**src/rtl/mgp_pkg.sv**
```systemverilog
package mgp_pkg;
  typedef enum logic [1:0] {
    GRAN_WORD = 2'd0,
    GRAN_HALF = 2'd1,
    GRAN_BYTE = 2'd2,
    GRAN_RSVD = 2'd3
  } gran_e;
endpackage

```
**src/rtl/mgp_gran_lut.sv**
```systemverilog
module mgp_gran_lut
  import mgp_pkg::*;
#(
  parameter int NUM_STAGES = 12,
  parameter int STAGE_W    = 4,
  parameter logic [2*NUM_STAGES-1:0] STAGE_GRAN = '0
) (
  input  logic [STAGE_W-1:0] stage,
  output gran_e              gran
);
  logic [1:0] raw;

  always_comb begin
    raw = 2'd0;
    for (int s = 0; s < NUM_STAGES; s++) begin
      if (stage == STAGE_W'(s)) raw = STAGE_GRAN[2*s +: 2];
    end
    // reserved code falls back to whole-word coverage
    gran = (raw == 2'd3) ? GRAN_WORD : gran_e'(raw);
  end
endmodule

```
**src/rtl/mgp_lane_parity.sv**
```systemverilog
module mgp_lane_parity #(
  parameter int WORD_W = 32,
  parameter int LANE_W = 8,
  localparam int LANES = WORD_W / LANE_W
) (
  input  logic [WORD_W-1:0] word,
  output logic [LANES-1:0]  lane_par
);
  for (genvar g = 0; g < LANES; g++) begin : g_lane
    assign lane_par[g] = ^word[g*LANE_W +: LANE_W];
  end
endmodule

```
**src/rtl/mgp_group_cmp.sv**
```systemverilog
module mgp_group_cmp
  import mgp_pkg::*;
#(
  parameter int GROUPS = 4
) (
  input  gran_e             gran,
  input  logic [GROUPS-1:0] lane_par,
  input  logic [GROUPS-1:0] stored,
  output logic [GROUPS-1:0] mism
);
  localparam int HALVES = GROUPS / 2;

  always_comb begin
    mism = '0;
    unique case (gran)
      GRAN_BYTE: mism = lane_par ^ stored;
      GRAN_HALF: begin
        for (int j = 0; j < HALVES; j++) begin
          mism[j] = lane_par[2*j] ^ lane_par[2*j+1] ^ stored[j];
        end
      end
      default: mism[0] = (^lane_par) ^ stored[0];
    endcase
  end
endmodule

```
**src/rtl/mgp_fault_detector.sv**
```systemverilog
module mgp_fault_detector
  import mgp_pkg::*;
#(
  parameter int WORD_W     = 32,
  parameter int LANE_W     = 8,
  parameter int NUM_STAGES = 12,
  parameter logic [2*NUM_STAGES-1:0] STAGE_GRAN = 24'h900006,
  localparam int GROUPS  = WORD_W / LANE_W,
  localparam int STAGE_W = $clog2(NUM_STAGES)
) (
  input  logic              clk,
  input  logic              rst_n,
  input  logic              in_valid,
  input  logic [STAGE_W-1:0] in_stage,
  input  logic [WORD_W-1:0] in_word,
  input  logic [GROUPS-1:0] in_par,
  input  logic              alarm_clr,
  output logic              chk_valid,
  output logic              chk_err,
  output logic [GROUPS-1:0] chk_groups,
  output logic              alarm
);
  // reset synchronizer: assert asynchronously, release on the clock
  logic [1:0] rst_pipe;
  logic       rst_sync_n;

  always_ff @(posedge clk or negedge rst_n) begin
    if (!rst_n) rst_pipe <= 2'b00;
    else        rst_pipe <= {rst_pipe[0], 1'b1};
  end
  assign rst_sync_n = rst_pipe[1];

  gran_e             gran;
  logic [GROUPS-1:0] lane_par;
  logic [GROUPS-1:0] mism;

  mgp_gran_lut #(
    .NUM_STAGES(NUM_STAGES), .STAGE_W(STAGE_W), .STAGE_GRAN(STAGE_GRAN)
  ) u_lut (
    .stage(in_stage), .gran(gran)
  );

  mgp_lane_parity #(.WORD_W(WORD_W), .LANE_W(LANE_W)) u_par (
    .word(in_word), .lane_par(lane_par)
  );

  mgp_group_cmp #(.GROUPS(GROUPS)) u_cmp (
    .gran(gran), .lane_par(lane_par), .stored(in_par), .mism(mism)
  );

  logic              valid_d;
  logic [GROUPS-1:0] groups_d;
  logic              err_d;
  logic              alarm_d;
  logic              alarm_en;

  always_comb begin
    valid_d  = in_valid;
    groups_d = in_valid ? mism : '0;
    err_d    = |groups_d;
    alarm_en = err_d | alarm_clr;
    alarm_d  = err_d;          // a new error wins over a clear
  end

  always_ff @(posedge clk or negedge rst_sync_n) begin
    if (!rst_sync_n) begin
      chk_valid  <= 1'b0;
      chk_groups <= '0;
      chk_err    <= 1'b0;
    end else begin
      chk_valid  <= valid_d;
      chk_groups <= groups_d;
      chk_err    <= err_d;
    end
  end

  always_ff @(posedge clk or negedge rst_sync_n) begin
    if (!rst_sync_n)   alarm <= 1'b0;
    else if (alarm_en) alarm <= alarm_d;
  end
endmodule

```
**config.mk**
```make
export PLATFORM = sky130hd
export DESIGN_NAME = mgp_fault_detector
export DESIGN_NICKNAME = d
export VERILOG_FILES = /design/src/rtl/mgp_pkg.sv /design/src/rtl/mgp_gran_lut.sv /design/src/rtl/mgp_lane_parity.sv /design/src/rtl/mgp_group_cmp.sv /design/src/rtl/mgp_fault_detector.sv
export SDC_FILE = /design/constraint.sdc
export NUM_CORES = 1
export LEC_CHECK = 0
export ABC_AREA = 0
export ABC_CLOCK_PERIOD_IN_PS = 800
export CORE_MARGIN = 2
export CORE_UTILIZATION = 35
export DETAILED_ROUTE_END_ITERATION = 10
export PLACE_DENSITY = 0.79
export SYNTH_ARGS = -nofsm -noshare
export SYNTH_HDL_FRONTEND = slang
export SYNTH_SLANG_ARGS = --single-unit
```
**constraint.sdc**
```tcl
create_clock -name clk -period 0.8 [get_ports clk]
set_input_delay 0.24 -clock clk [delete_from_list [all_inputs] [get_ports clk]]
set_output_delay 0.24 -clock clk [all_outputs]
set_load 0.02 [all_outputs]
```
==> out/metrics.csv <==
metric,value,unit
status,finished with violations,
violations,negative setup slack,
seqCellArea,225.2,um^2
dr_total_vias,764,
antenna_found_initial,0,
htreeDepth,1,
path_clk_slew,0.06,ns
maxCapViolations,0,
yosysMostFrequentCell,xnor2_1,
grt_max_degree,8,
ys_seq_area_frac,0.3000,
dp_hpwl,1569,um
synth_top_cell_area_share,0.3150,
setup_viol_count_final,13,
crit_required,0.99,ns
io_pins,51,
cts_buffers,3,
numClockSinks,9,
crit_type,in -> reg,
cp.arrival,1.93,ns
crit_top_cell,a21o_1,
report.final.slew_viol_count,0,
period_share,2.179,
io_buffers,50,
grt_pass1_wl,2973,um
cts_tree,built,
core_area,2002,um^2
final_nets,190,
final_hold_viol_count,0,
syn_inst,77,
worst_slack,-0.9432,ns
crit_start,in_stage[3],
via_per_inst,4.521,
die_y,50.32,um
n_antenna_cell,0,
syn_area,750.7,um^2
initial_utilization,0.3750,
ys.flop_type,dfrtp_1,
p_per_area,1664,nW/um^2
syn_to_final_growth,106.7,%
nFillCells,139,
grt_pass1_vias,792,
fp.dieW,50.32,um
fin_skew,0.004235,ns
hold_class,reg -> async,
drc,0,
synth_warnings,0,
track_usage,0.1535,
path_cells,"buf_8, or3b_4, a21o_1, ha_2, or4_4, a21o_1, nand3_1",
finalNonFillerCells,169,
cts_buffer_depth,2,
wl_per_cell,11.60,um
ant_nets,0,
cts.root.buffer_cell,clkbuf_4,
start_kind,primary input,
ys_types,22,
synth_area_per_cell,9.750,um^2
path_max_fanout,3,
setup_tns,-5.927,ns
drtPass1Iterations,3,
syn_nets,124,
die-area,2532,um^2
insertion_delay,0.26,ns
fin_util,0.7750,
hold_ws,0.1028,ns
worstSetupEndpointType,flop,
drive_above_1_share,0.4789,
fin_area,1551,um^2
grt_overflow,0,
synth_area_leaders,"xnor2_1 (32%), dfrtp_1 (30%), ha_1 (5.0%)",
finalWeightedCongestion,0.7239,
cpMaxStageDelayCell,or4_4,
synthArstFlopShare,1.000,
multi_input_area,696.9,um^2
synth_edf_count,0,
post-route-min-period,1.743,ns
placedInstanceArea,1368,um^2
drt_wl_total,1960,um
rsz0062_at_grt,true,
synth.largest_area_cell,xnor2_1,
slowest_delay,0.55,ns
yosys-top-cells-count,"xnor2_1 (27), dfrtp_1 (9), nand2_1 (5), nor2_1 (5)",
ir_worst_vdd,1.314,mV
crit-reg2reg-launch,alarm$_DFFE_PN0P_,
row_count,16,
max_freq,573.7,MHz
leakagePower,0.0007513,uW
drt-initial-drc-count,5,
ys_seq_elements,9,
place_inst,162,
layout by cell type (no fill, tap or decap), types with 2 or more instances in the layout:
cell type,count
clkdlybuf4s50_1,18
xnor2_2,17
xnor2_1,12
clkbuf_2,11
buf_4,11
dfrtp_1,9
buf_6,9
dlymetal6s2s_1,5
nor2_1,4
nand2_1,4
xor2_1,3
clkbuf_4,3
clkdlybuf4s15_1,3
a21o_1,2
inv_1,2
nand3_1,2
nand3_2,2
ha_2,2
clkdlybuf4s15_2,2
layout make-up:
cell class / count / share of cell area
multi-input cells: 65 / 0.4492
repair buffers: 61 / 0.3597
flip-flops and latches: 9 / 0.1452
well taps: 27 / 0.02177
clock buffers: 4 / 0.01694
inverters: 3 / 0.007258
layer usage:
layer	part of all wire	wire [um]	up-vias	track usage
li1	-	-	377	-
met1	0.32	628	346	0.1292
met2	0.60	1182	34	0.3311
met3	0.048	95	7	0.01190
met4	0.028	54	0	0.09009
met5	0	0	-	0
sequential cells by signal (all words and copies together), names as in the netlist:
name        cells
alarm           1
chk_err         1
chk_groups      4
chk_valid       1
rst_pipe        2
critical path: cells and delay by family:
family                     cells  cell delay (ns)
and+or+nand+nor                3             1.01
AOI/OAI and AO/OA              2             0.39
adders and majority gates      1             0.19
buffers and inverters          1             0.10
logic make-up after synthesis:
group           share of synthesized area
other cells                      0.004995
buf+inv                           0.01500
xor+xnor                           0.4350
compound gates                    0.04833
fa+ha+maj                         0.05001
simple gates                       0.1467
flops                              0.3000
final timing paths:
path	depth (start not counted)	slack, ns	end
min in group clk	0	0.35	rst_pipe[1]$_DFF_PN0_
max in group asynchronous	0	0.49	chk_valid$_DFF_PN0_
min	0	0.10	chk_groups[2]$_DFF_PN0_
max reg2reg	3	-0.13	alarm$_DFFE_PN0P_
min reg2reg	0	0.10	chk_groups[2]$_DFF_PN0_
max	7	-0.94	alarm$_DFFE_PN0P_
stage by stage:
step | setup slack (ns) | total power [uW]
global placement | -1.527 | 1946
floorplan | -1.029 | 1410
finish | -0.9432 | 2581
global route | -0.9901 | 2736
CTS | -0.9119 | 2452
detailed placement | -1.591 | 1999
where the power goes:
group,switching (uW),internal [uW]
Combinational,692,976
Clock,144,191
Sequential,41.1,536
timing repair:
item,CTS,global route
endpoints found under the setup margin,13,13
resized for setup,101,33
pin swaps,27,23
hold buffers,0,0
setup buffers,3,1
(Power assumes the default switching activity.)
